===== config.mk =====
export PLATFORM = sky130hd
export DESIGN_NAME = blk_erase_seq
export DESIGN_NICKNAME = d
export VERILOG_FILES = /design/src/rtl/erase_seq_pkg.sv /design/src/rtl/erase_us_timer.sv /design/src/rtl/erase_blk_pick.sv /design/src/rtl/erase_status.sv /design/src/rtl/blk_erase_seq.sv
export SDC_FILE = /design/constraint.sdc
export NUM_CORES = 1
export LEC_CHECK = 0
export BUFFER_PORTS_ARGS = -buffer_cell sky130_fd_sc_hd__buf_4
export CAP_MARGIN = 25
export CORE_MARGIN = 5
export CORE_UTILIZATION = 38
export CTS_BUF_LIST = sky130_fd_sc_hd__clkbuf_2 sky130_fd_sc_hd__clkbuf_4 sky130_fd_sc_hd__clkbuf_8
export DETAILED_ROUTE_END_ITERATION = 8
export PLACE_DENSITY_LB_ADDON = 0.3
export RECOVER_POWER = 50
export SLEW_MARGIN = 15
export SYNTH_ARGS = -nofsm -noshare
export SYNTH_HDL_FRONTEND = slang
export SYNTH_SLANG_ARGS = --single-unit

===== constraint.sdc =====
create_clock -name clk -period 5.85 [get_ports clk]
set_input_delay 1.17 -clock clk [delete_from_list [all_inputs] [get_ports clk]]
set_output_delay 1.17 -clock clk [all_outputs]
set_load 0.05 [all_outputs]

===== src/rtl/erase_seq_pkg.sv =====
package erase_seq_pkg;

   typedef enum logic [2:0] {
      MD_READ     = 3'd0,
      MD_HOLD     = 3'd1,
      MD_ERASE    = 3'd2,
      MD_SUSPING  = 3'd3,
      MD_SUSP     = 3'd4,
      MD_FAIL     = 3'd5,
      MD_PROTWAIT = 3'd6
   } seq_mode_e;

   typedef enum logic [1:0] {
      PH_PRE = 2'd0,
      PH_ERS = 2'd1,
      PH_VFY = 2'd2
   } phase_e;

endpackage


===== src/rtl/erase_us_timer.sv =====
// Saturating microsecond counter, restarted by clr.
module erase_us_timer #(
   parameter int CNT_W = 8
) (
   input  logic             clk,
   input  logic             rst_n,
   input  logic             clr,
   input  logic             tick,
   output logic [CNT_W-1:0] cnt
);
   localparam logic [CNT_W-1:0] CNT_MAX = '1;

   always_ff @(posedge clk or negedge rst_n) begin
      if (!rst_n)
         cnt <= '0;
      else if (clr)
         cnt <= '0;
      else if (tick && cnt != CNT_MAX)
         cnt <= cnt + 1'b1;
   end

endmodule


===== src/rtl/erase_blk_pick.sv =====
// Lowest-numbered set bit of the work mask.
module erase_blk_pick #(
   parameter int NUM_BLOCKS = 71,
   parameter int BLK_W      = 7
) (
   input  logic [NUM_BLOCKS-1:0] mask,
   output logic [BLK_W-1:0]      idx,
   output logic                  any
);
   always_comb begin
      idx = '0;
      any = 1'b0;
      for (int i = NUM_BLOCKS - 1; i >= 0; i--) begin
         if (mask[i]) begin
            idx = BLK_W'(i);
            any = 1'b1;
         end
      end
   end

endmodule


===== src/rtl/erase_status.sv =====
// Toggle status bits advanced by status reads.
module erase_status (
   input  logic clk,
   input  logic rst_n,
   input  logic rd_stb,
   input  logic t6_en,
   input  logic t2_en,
   input  logic in_set,
   output logic t6,
   output logic t2
);
   always_ff @(posedge clk or negedge rst_n) begin
      if (!rst_n) begin
         t6 <= 1'b0;
         t2 <= 1'b0;
      end else if (rd_stb) begin
         if (t6_en)
            t6 <= ~t6;
         if (t2_en && in_set)
            t2 <= ~t2;
      end
   end

   // no busy-toggle advance when disabled
   p_t6_frozen_r11: assert property (@(posedge clk) disable iff (!rst_n)
      (rd_stb && !t6_en) |=> $stable(t6));

   // selected-block read in an enabled mode flips t2
   p_t2_flip_r11: assert property (@(posedge clk) disable iff (!rst_n)
      (rd_stb && t2_en && in_set) |=> (t2 != $past(t2)));

endmodule


===== src/rtl/blk_erase_seq.sv =====
module blk_erase_seq
   import erase_seq_pkg::*;
#(
   parameter int NUM_BLOCKS = 71,
   parameter int HOLD_US    = 50,
   parameter int SUSP_US    = 20,
   parameter int ALLPROT_US = 100,
   localparam int BLK_W     = $clog2(NUM_BLOCKS)
) (
   input  logic                  clk,
   input  logic                  rst_n,
   input  logic                  us_tick,
   input  logic                  cmd_erase,
   input  logic                  cmd_suspend,
   input  logic                  cmd_resume,
   input  logic                  cmd_reset,
   input  logic                  cmd_other,
   input  logic [BLK_W-1:0]      cmd_blk,
   input  logic [NUM_BLOCKS-1:0] prot_mask,
   input  logic                  rd_stb,
   input  logic [BLK_W-1:0]      rd_blk,
   input  logic                  arr_done,
   input  logic                  arr_fail,
   output logic                  arr_req,
   output logic [BLK_W-1:0]      arr_blk,
   output logic [1:0]            arr_phase,
   output logic                  arr_hold,
   output logic                  stat_t6,
   output logic                  stat_t2,
   output logic                  rb_low,
   output logic [2:0]            mode
);
   localparam int MAX_HS = (HOLD_US > SUSP_US) ? HOLD_US : SUSP_US;
   localparam int MAX_T  = (ALLPROT_US > MAX_HS) ? ALLPROT_US : MAX_HS;
   localparam int CNT_W  = $clog2(MAX_T + 1);

   generate
      if (NUM_BLOCKS < 2)
         $error("NUM_BLOCKS must be at least 2");
      if (HOLD_US < 1 || SUSP_US < 1)
         $error("hold and suspend times must be at least one tick");
      if (ALLPROT_US <= HOLD_US)
         $error("ALLPROT_US must exceed HOLD_US");
   endgenerate

   seq_mode_e              state;
   phase_e                 ph;
   logic [NUM_BLOCKS-1:0]  sel_mask, work_mask, work_clr, blk_onehot;
   logic                   issued;
   logic [CNT_W-1:0]       tmr;
   logic                   tmr_clr;
   logic [BLK_W-1:0]       pick_idx;
   logic                   pick_any;
   logic                   fin_ok, fin_bad, hold_cmd_abort;
   logic                   busy_st, rd_in_set;

   // ---------------- helpers ----------------
   assign blk_onehot = ({1'b0, cmd_blk} < (BLK_W+1)'(NUM_BLOCKS))
                       ? (NUM_BLOCKS'(1) << cmd_blk) : '0;

   assign hold_cmd_abort = cmd_reset | cmd_resume | cmd_other;

   assign tmr_clr = (state == MD_READ  && cmd_erase)
                  | (state == MD_HOLD  && (cmd_erase || cmd_suspend))
                  | (state == MD_ERASE && cmd_suspend && !arr_done);

   erase_us_timer #(.CNT_W(CNT_W)) u_timer (
      .clk   (clk),
      .rst_n (rst_n),
      .clr   (tmr_clr),
      .tick  (us_tick),
      .cnt   (tmr)
   );

   erase_blk_pick #(.NUM_BLOCKS(NUM_BLOCKS), .BLK_W(BLK_W)) u_pick (
      .mask (work_mask),
      .idx  (pick_idx),
      .any  (pick_any)
   );

   always_comb begin
      work_clr = work_mask;
      work_clr[arr_blk] = 1'b0;
   end

   assign fin_bad = arr_done && arr_fail;
   assign fin_ok  = arr_done && !arr_fail && (ph == PH_VFY) && (work_clr == '0);

   // ---------------- sequencer ----------------
   always_ff @(posedge clk or negedge rst_n) begin
      if (!rst_n) begin
         state     <= MD_READ;
         sel_mask  <= '0;
         work_mask <= '0;
         ph        <= PH_PRE;
         issued    <= 1'b0;
         arr_req   <= 1'b0;
         arr_blk   <= '0;
         arr_phase <= 2'd0;
      end else begin
         arr_req <= 1'b0;
         unique case (state)
            MD_READ: begin
               if (cmd_erase) begin
                  sel_mask <= blk_onehot;
                  state    <= MD_HOLD;
               end
            end
            MD_HOLD: begin
               if (cmd_erase)
                  sel_mask <= sel_mask | blk_onehot;
               else if (cmd_suspend)
                  state <= MD_HOLD;
               else if (hold_cmd_abort) begin
                  sel_mask <= '0;
                  state    <= MD_READ;
               end else if (tmr >= CNT_W'(HOLD_US)) begin
                  if ((sel_mask & ~prot_mask) == '0)
                     state <= MD_PROTWAIT;
                  else begin
                     work_mask <= sel_mask & ~prot_mask;
                     ph        <= PH_PRE;
                     issued    <= 1'b0;
                     state     <= MD_ERASE;
                  end
               end
            end
            MD_PROTWAIT: begin
               if (tmr >= CNT_W'(ALLPROT_US)) begin
                  sel_mask <= '0;
                  state    <= MD_READ;
               end
            end
            MD_ERASE, MD_SUSPING: begin
               if (arr_done) begin
                  issued <= 1'b0;
                  if (!arr_fail) begin
                     if (ph == PH_VFY) begin
                        work_mask <= work_clr;
                        ph        <= PH_PRE;
                     end else
                        ph <= phase_e'(ph + 2'd1);
                  end
               end
               if (fin_bad)
                  state <= MD_FAIL;
               else if (fin_ok) begin
                  sel_mask <= '0;
                  state    <= MD_READ;
               end else if (state == MD_ERASE && cmd_suspend)
                  state <= MD_SUSPING;
               else if (state == MD_SUSPING && tmr >= CNT_W'(SUSP_US))
                  state <= MD_SUSP;
               if (state == MD_ERASE && !issued && pick_any && !arr_done) begin
                  arr_req   <= 1'b1;
                  arr_blk   <= pick_idx;
                  arr_phase <= ph;
                  issued    <= 1'b1;
               end
            end
            MD_SUSP: begin
               if (cmd_resume)
                  state <= MD_ERASE;
            end
            MD_FAIL: begin
               if (cmd_reset) begin
                  sel_mask  <= '0;
                  work_mask <= '0;
                  ph        <= PH_PRE;
                  issued    <= 1'b0;
                  state     <= MD_READ;
               end
            end
            default: state <= MD_READ;
         endcase
      end
   end

   // ---------------- outputs ----------------
   assign busy_st  = (state == MD_HOLD) || (state == MD_ERASE) || (state == MD_SUSPING)
                   || (state == MD_FAIL) || (state == MD_PROTWAIT);
   assign rb_low   = busy_st;
   assign arr_hold = (state == MD_SUSPING) || (state == MD_SUSP);
   assign mode     = state;

   assign rd_in_set = ({1'b0, rd_blk} < (BLK_W+1)'(NUM_BLOCKS)) ? sel_mask[rd_blk] : 1'b0;

   erase_status u_status (
      .clk    (clk),
      .rst_n  (rst_n),
      .rd_stb (rd_stb),
      .t6_en  (busy_st),
      .t2_en  (busy_st || state == MD_SUSP),
      .in_set (rd_in_set),
      .t6     (stat_t6),
      .t2     (stat_t2)
   );

   // ---------------- assertions ----------------
   // requests are launched only from the erasing state
   p_req_from_erase_r6: assert property (@(posedge clk) disable iff (!rst_n)
      arr_req |-> ($past(state) == MD_ERASE));

   // a protected block is never requested
   p_req_unprot_r7: assert property (@(posedge clk) disable iff (!rst_n)
      arr_req |-> !prot_mask[arr_blk]);

   // failed state persists without a reset command
   p_fail_sticky_r8: assert property (@(posedge clk) disable iff (!rst_n)
      (state == MD_FAIL && !cmd_reset) |=> (state == MD_FAIL));

   // erasing ignores everything except suspend and array completion
   p_ignore_cmds_r5: assert property (@(posedge clk) disable iff (!rst_n)
      (state == MD_ERASE && !cmd_suspend && !arr_done) |=> (state == MD_ERASE));

   // no new request while suspended
   p_no_req_susp_r9: assert property (@(posedge clk) disable iff (!rst_n)
      (state == MD_SUSP) |-> !arr_req);

   // ready/busy released while suspended
   p_rb_released_r12: assert property (@(posedge clk) disable iff (!rst_n)
      (state == MD_SUSP) |-> !rb_low);

   // suspend in the hold window stays in the window
   p_hold_susp_r10: assert property (@(posedge clk) disable iff (!rst_n)
      (state == MD_HOLD && cmd_suspend && !cmd_erase) |=> (state == MD_HOLD));

endmodule


==> flow_metrics.env, run 1 <==
export IMPL_status="complete, but fails checks"
export IMPL_violated_checks="capacitance limit, slew limit"
export IMPL_slowest_delay_ps=790
export IMPL_final_hold_violation_count=0
export IMPL_synth_simple_gate_area_frac=0.246
export IMPL_design_die_area_mm2=0.0300
export IMPL_synth_top_cells_by_area="dfrtp_1 (41%), o21ai_0 (9.9%), nor2_1 (7.3%)"
export IMPL_gpl_final_weighted_congestion=1.00
export IMPL_slowest_stage="nand4bb_1"
export IMPL_synth_async_sr_flop_share=1.00
export IMPL_cts_root_buffer_cell="clkbuf_8"
export IMPL_cts_hold_fix_buffers=0
export IMPL_clock_tree_from_tritoncts="yes"
export IMPL_number_of_antenna_violations_at_the_first_check_in_global_routing=0
export IMPL_clkLatencyLatePin_ps=490
export IMPL_timing_clock_skew_ps=20.6
export IMPL_synth_area_mux_share=0.0583
export IMPL_post_drt_antenna_nets=0
export IMPL_power_per_cell_area_mw_per_mm2=296
export IMPL_final_setup_worst_slack_ps=1860
export IMPL_hold_ws_ps=496
export IMPL_top_level_ports=113
export IMPL_total_global_routing_track_utilization=0.256
export IMPL_routed_via_density=6.33
export IMPL_min_delay_path_class="reg -> reg"
export IMPL_combinational_family_with_the_most_area_after_synthesis="simple AND/OR/NAND/NOR gates"
export IMPL_dr_drc_count=0
export IMPL_synthDistinctLibCells=68
export IMPL_cts_sinks=167
export IMPL_cts_resized_gates=0
export IMPL_first_global_vias=9701
export IMPL_post_cts_setup_buffer_count=0
export IMPL_cts_htree_levels=4
export IMPL_slew_limit_headroom=-0.717
export IMPL_place_ws_ps=1950
export IMPL_final_min_clock_period_ps=3990
export IMPL_dp_final_hpwl_um=29400
export IMPL_detail_route_wl_per_cell_um=25.0
export IMPL_critPathLaunchType="flop"
export IMPL_globalRoute_totalOverflow=0
export IMPL_syn_avg_cell_area_um2=8.80
export IMPL_worst_path_cell_chain="nand4bb_1 -> o21ai_0 -> nand4_1 -> nor4_1 -> nand2_1 -> a221o_1 -> a21o_2 -> buf_4 -> a22o_1"
export IMPL_sum_neg_setup_slack_ps=0
export IMPL_path_max_fanout=36
export IMPL_criticalPathCategory="reg -> reg"
export IMPL_final_core_util=0.441
export IMPL_ys_seq_elements=167
export IMPL_grt_max_degree=98
export IMPL_floorplan_initialDensity=0.388
export IMPL_core_area_mm2=0.0261
export IMPL_unrepaired_setup_endpoints_after_global_routing="false"
export IMPL_path_clk_slew_ps=120
export IMPL_finalMaxSlewViolations=126
export IMPL_worst_ir_drop_vdd_mv=0.174
export IMPL_antennaDiodeCount=0
export IMPL_cp_top_family="compound AO/OA/AOI/OAI gates"
export IMPL_max_cap_violations=2
export IMPL_required_ps=6230
export IMPL_synth_fa_ha_area_frac=0.00247
export IMPL_die_w_um=173
export IMPL_yosys_area_top_type="dfrtp_1"
export IMPL_die_h_um=173
export IMPL_layout_worst_path_cycle_share=0.683
export IMPL_synth_top_flop_cell="dfrtp_1"
export IMPL_grt_first_pass_wirelength_um=60000
export IMPL_timing_critical_path_to_type="flop"
export IMPL_fin_nets=1315
export IMPL_post_layout_total_power_mw=3.42
export IMPL_tightestPinTransition_ps=2580
export IMPL_n_fill_cell=2667
export IMPL_worstPathBufferInverterCount=1
export IMPL_synth_yosys_seq_area_share=0.413
export IMPL_final_layout_size_suffix_gt1_frac=0.162
export IMPL_fmax_ghz=0.250
export IMPL_clk_path_buf_depth=2
export IMPL_total_nets_after_synthesis=1249
export IMPL_netlist_instances=1151
export IMPL_detailedRoute_firstIterationViolations=1200
export IMPL_netlist_area_mm2=0.0101
export IMPL_final_setup_viol_count=0
export IMPL_tritoncts_num_buffers=17
export IMPL_leakage_nw=4.85
export IMPL_rows=59
export IMPL_areaGrowthSynthToFinish_pct=13.7
export IMPL_worstPathArrival_ps=4370
export IMPL_portBuffers=112
export IMPL_ys_warn_count=0
export IMPL_detailroute_via_count=9901
export IMPL_synth_compound_gate_area_share=0.234
export IMPL_synth_xor_area_frac=0.00605
export IMPL_detailedRoute_firstPassIterationCount=6
export IMPL_synthDominantCellAreaShare=0.413
export IMPL_synth_enable_flop_cells=0
export IMPL_postRouteWirelength_um=39100
==> flip-flops by register name (all words and copies together), names as in the netlist <==
| signal | flops |
|---|---|
| sel_mask | 71 |
| work_mask | 71 |
| arr_blk | 7 |
| u_timer.cnt | 7 |
| mode | 3 |
| arr_phase | 2 |
| ph | 2 |
| arr_req | 1 |
| issued | 1 |
| u_status.t2 | 1 |
| u_status.t6 | 1 |
==> logic make-up (layout without fill, tap and decap cells) <==
kind of cell,Yosys count,in the layout
AO/OA/AOI/OAI,376,376
XOR/XNOR,7,7
adder cells (fa/ha/maj),2,2
buffers and inverters,94,173
flip-flops,167,167
multiplexers,32,32
AND/OR/NAND/NOR,473,473
==> cells in the mapped netlist, types with 3 or more instances <==
cell and count:
a2111oi_0 4, a211oi_1 3, a21oi_1 26, a22o_1 17, a31oi_1 3, and2_1 3
buf_2 18, buf_6 6, clkbuf_1 47, dfrtp_1 167, inv_1 23, mux2_2 6
mux2i_1 5, mux4_2 21, nand2_1 39, nand2b_1 78, nand3_1 10, nand3b_1 6
nand4_1 28, nand4bb_1 3, nor2_1 197, nor2b_1 6, nor3_1 32, nor3b_1 3
nor4_1 20, o2111ai_1 12, o21a_1 5, o21ai_0 200, o21ai_1 17, o221ai_1 3
o2bb2ai_1 55, o311ai_0 4, o31ai_1 5, or3_1 5, or3b_1 3, or4_1 17
or4b_4 3, xnor2_1 4, xor2_1 3
==> worst register-to-register path, stage by stage, from the launching register on <==
cell,delay [ps]
dfrtp_1,500
nand4bb_1,790
o21ai_0,420
nand4_1,140
nor4_1,280
nand2_1,270
a221o_1,360
a21o_2,430
buf_4,390
a22o_1,300
==> per-stage QoR <==
stage          instances  instance area, µm²
5_1_grt             1565               11500
2_1_floorplan       1151               10100
3_5_place_dp        1533               11100
3_3_place_gp        1533               11100
4_1_cts             1565               11500
6_report            1565               11500
==> cells in the final DEF, fill, tap and decap left out, types with 5 or more instances in the layout <==
cell,netlist,final
nor4_1,20,20
o21ai_1,17,17
nand2b_1,78,77
o2111ai_1,12,11
nand2_1,39,39
a21oi_1,26,26
mux2_2,6,6
nand3b_1,6,6
o31ai_1,5,5
nor2b_1,6,6
nor3_1,32,32
mux2i_1,5,5
buf_4,0,114
o21a_1,5,5
mux4_2,21,21
o21ai_0,200,200
o2bb2ai_1,55,55
clkbuf_8,0,17
or4_1,17,17
inv_1,23,23
nor2_1,197,197
nand4_1,28,28
or3_1,5,5
a22o_1,17,17
nand3_1,10,10
inv_8,0,7
dfrtp_1,167,167
==> layout make-up <==
type	instances	area, µm²	share of cell area
Sequential cell	167	4180	0.363
Clock buffer	17	234	0.0203
Inverter	23	86.3	0.00749
Timing Repair Buffer	118	873	0.0758
Tap cell	335	419	0.0364
Clock inverter	15	176	0.0153
Multi-Input combinational cell	890	5550	0.482
==> power breakdown <==
part / switching (mW) / internal (mW)
clock: 0.549 / 0.328
sequential: 0.110 / 1.22
combinational: 0.823 / 0.389
total: 1.48 / 1.93
==> final timing paths <==
path,from,endpoint,slack [ps],cells past startpoint
setup / recovery,arr_blk[6],sel_mask[50],1860,9
max in group asynchronous,rst_n,arr_phase[0],2000,2
hold / removal,u_status.t6,u_status.t6,500,1
setup reg to reg,arr_blk[6],sel_mask[50],1860,9
hold reg to reg,u_status.t6,u_status.t6,500,1
min in group asynchronous,rst_n,work_mask[23],1420,1
==> metal layers <==
metal	part of all wire	GRT usage	vias up
li1	-	-	4379
met1	0.42	0.350	4916
met2	0.47	0.411	529
met3	0.076	0.0438	77
met4	0.037	0.0938	0
met5	0	0	-
Power figures use the tool's default switching activity.
==> run 2, diff against run 1 <==
- clock period: 5.85 -> 3.52 ns (I/O delays scaled with it)
==> run 2 against run 1 <==
The run still ends with capacitance limit, slew limit left. Via count grew 1.8%. Clock-buffer cell count did not move. Combinational power up 84%. Largest cell class unchanged. Highest routed layer is now met5.
==> flow_metrics.env, run 2 (synthesis results as in run 1) <==
export IMPL_status="complete, but fails checks"
export IMPL_violated_checks="capacitance limit, slew limit"
export IMPL_power_per_cell_area_mw_per_mm2=500
export IMPL_slew_limit_headroom=-0.286
export IMPL_design_die_area_mm2=0.0300
export IMPL_place_ws_ps=188
export IMPL_cts_resized_gates=0
export IMPL_post_layout_nonfiller_instances=1608
export IMPL_final_layout_size_suffix_gt1_frac=0.188
export IMPL_cts_htree_levels=4
export IMPL_first_global_vias=9843
export IMPL_postRouteWirelength_um=40400
export IMPL_tightestPinTransition_ps=1930
export IMPL_worstPathArrival_ps=3740
export IMPL_unrepaired_setup_endpoints_after_global_routing="false"
export IMPL_leakage_nw=5.07
export IMPL_post_cts_setup_buffer_count=0
export IMPL_critPathLaunchType="flop"
export IMPL_dpl_cell_count=1576
export IMPL_fraction_of_power_spent_switching_nets=0.427
export IMPL_final_setup_viol_count=0
export IMPL_portBuffers=112
export IMPL_rr_startpoint="arr_blk[6]"
export IMPL_layout_cells_most_common="o21ai_0"
export IMPL_cts_root_buffer_cell="clkbuf_8"
export IMPL_total_global_routing_track_utilization=0.263
export IMPL_power_net_switching_mw=2.54
export IMPL_dr_drc_count=0
export IMPL_tritoncts_num_buffers=17
export IMPL_detail_route_wl_per_cell_um=25.1
export IMPL_cts_hold_fix_buffers=0
export IMPL_fin_nets=1358
export IMPL_min_delay_path_class="in -> reg"
export IMPL_final_min_clock_period_ps=3360
export IMPL_layout_worst_path_cycle_share=0.955
export IMPL_power_frac_clock=0.260
export IMPL_criticalPathCategory="reg -> reg"
export IMPL_timing_hold_worst_start="us_tick"
export IMPL_power_report_internal_total_mw=3.41
export IMPL_dp_final_hpwl_um=30500
export IMPL_hold_ws_ps=467
export IMPL_placed_area_mm2=0.0115
export IMPL_rows=59
export IMPL_detailedRoute_firstPassIterationCount=6
export IMPL_path_clk_slew_ps=110
export IMPL_reg_largest_list="sel_mask x71, work_mask x71"
export IMPL_fmax_ghz=0.297
export IMPL_final_setup_worst_slack_ps=157
export IMPL_finalMaxSlewViolations=69
export IMPL_clock_tree_from_tritoncts="yes"
export IMPL_routed_via_density=6.27
export IMPL_grt_max_degree=74
export IMPL_required_ps=3900
export IMPL_die_h_um=173
export IMPL_gpl_final_weighted_congestion=0.996
export IMPL_final_core_util=0.456
export IMPL_timing_clock_skew_ps=28.0
export IMPL_detailedRoute_firstIterationViolations=1465
export IMPL_clk_path_buf_depth=2
export IMPL_areaGrowthSynthToFinish_pct=17.6
export IMPL_cts_sinks=167
export IMPL_grt_first_pass_wirelength_um=61200
export IMPL_number_of_antenna_violations_at_the_first_check_in_global_routing=1
export IMPL_max_cap_violations=1
export IMPL_antennaDiodeCount=0
export IMPL_layout_cells_most_common_list="o21ai_0 (200), nor2_1 (197), dfrtp_1 (167)"
export IMPL_floorplan_initialDensity=0.388
export IMPL_timing_critical_path_to_type="flop"
export IMPL_die_w_um=173
export IMPL_detailroute_via_count=10100
export IMPL_core_area_mm2=0.0261
export IMPL_final_cell_area_mm2=0.0119
export IMPL_top_level_ports=113
export IMPL_power_share_of_the_sequential_group=0.365
export IMPL_power_combinational_fraction=0.375
export IMPL_post_drt_antenna_nets=0
export IMPL_post_layout_total_power_mw=5.96
export IMPL_worst_ir_drop_vdd_mv=0.281
export IMPL_sum_neg_setup_slack_ps=0
export IMPL_critPathLaunch="arr_blk[6]"
export IMPL_final_hold_violation_count=0
export IMPL_path_max_fanout=12
export IMPL_clkLatencyLatePin_ps=500
export IMPL_globalRoute_totalOverflow=0
-- run 2: changes by cell type in the layout (fill, tap and decap cells not counted), sizes merged --
cell      previous run  this run
buf                114       151
clkbuf              21        27
bufinv               0         1
inv                 30        31
clkinv               6         5
clkinvlp             2         1
-- run 2: per-layer routing --
metal	share of wire	vias up	GRT usage
met2	0.47	585	0.419
met3	0.086	106	0.0465
met1	0.41	4917	0.362
li1	-	4474	-
met4	0.036	2	0.0918
met5	0.00032	-	0
-- run 2: worst paths after layout --
check                            endpoint  slack, ps  cells after the start
setup reg to reg                  mode[2]        160                      8
hold / removal             u_timer.cnt[6]        470                      3
hold reg to reg               u_status.t2        490                      1
min in group asynchronous   work_mask[21]        680                      1
max in group asynchronous    sel_mask[36]        680                      2
setup / recovery                  mode[2]        160                      8
-- run 2: power by group through the flow --
stage          clock (mW)  combinational (mW)  sequential, mW
2_1_floorplan           0                1.37            2.23
3_3_place_gp            0                2.20            2.20
3_5_place_dp            0                2.20            2.21
4_1_cts              1.56                2.22            2.17
5_1_grt              1.63                2.39            2.19
6_report             1.55                2.23            2.18
-- run 2: final cells by class --
class / instances / area (µm²)
clock buffers: 17 / 234
well taps: 335 / 419
fillers: 2602 / 14200
multi-input cells: 890 / 5560
inverters: 23 / 86.3
repair buffers: 161 / 1230
flip-flops and latches: 167 / 4180
clock inverters: 15 / 214
-- run 2: worst max-delay path, stage by stage, from the launching register on --
cell and delay, ps:
dfrtp_1 510, or4b_1 790, o21ai_0 310, o2111ai_1 170, nor4_2 360, nand3_2 260
o21ai_0 310, o21a_1 200, mux2_2 330
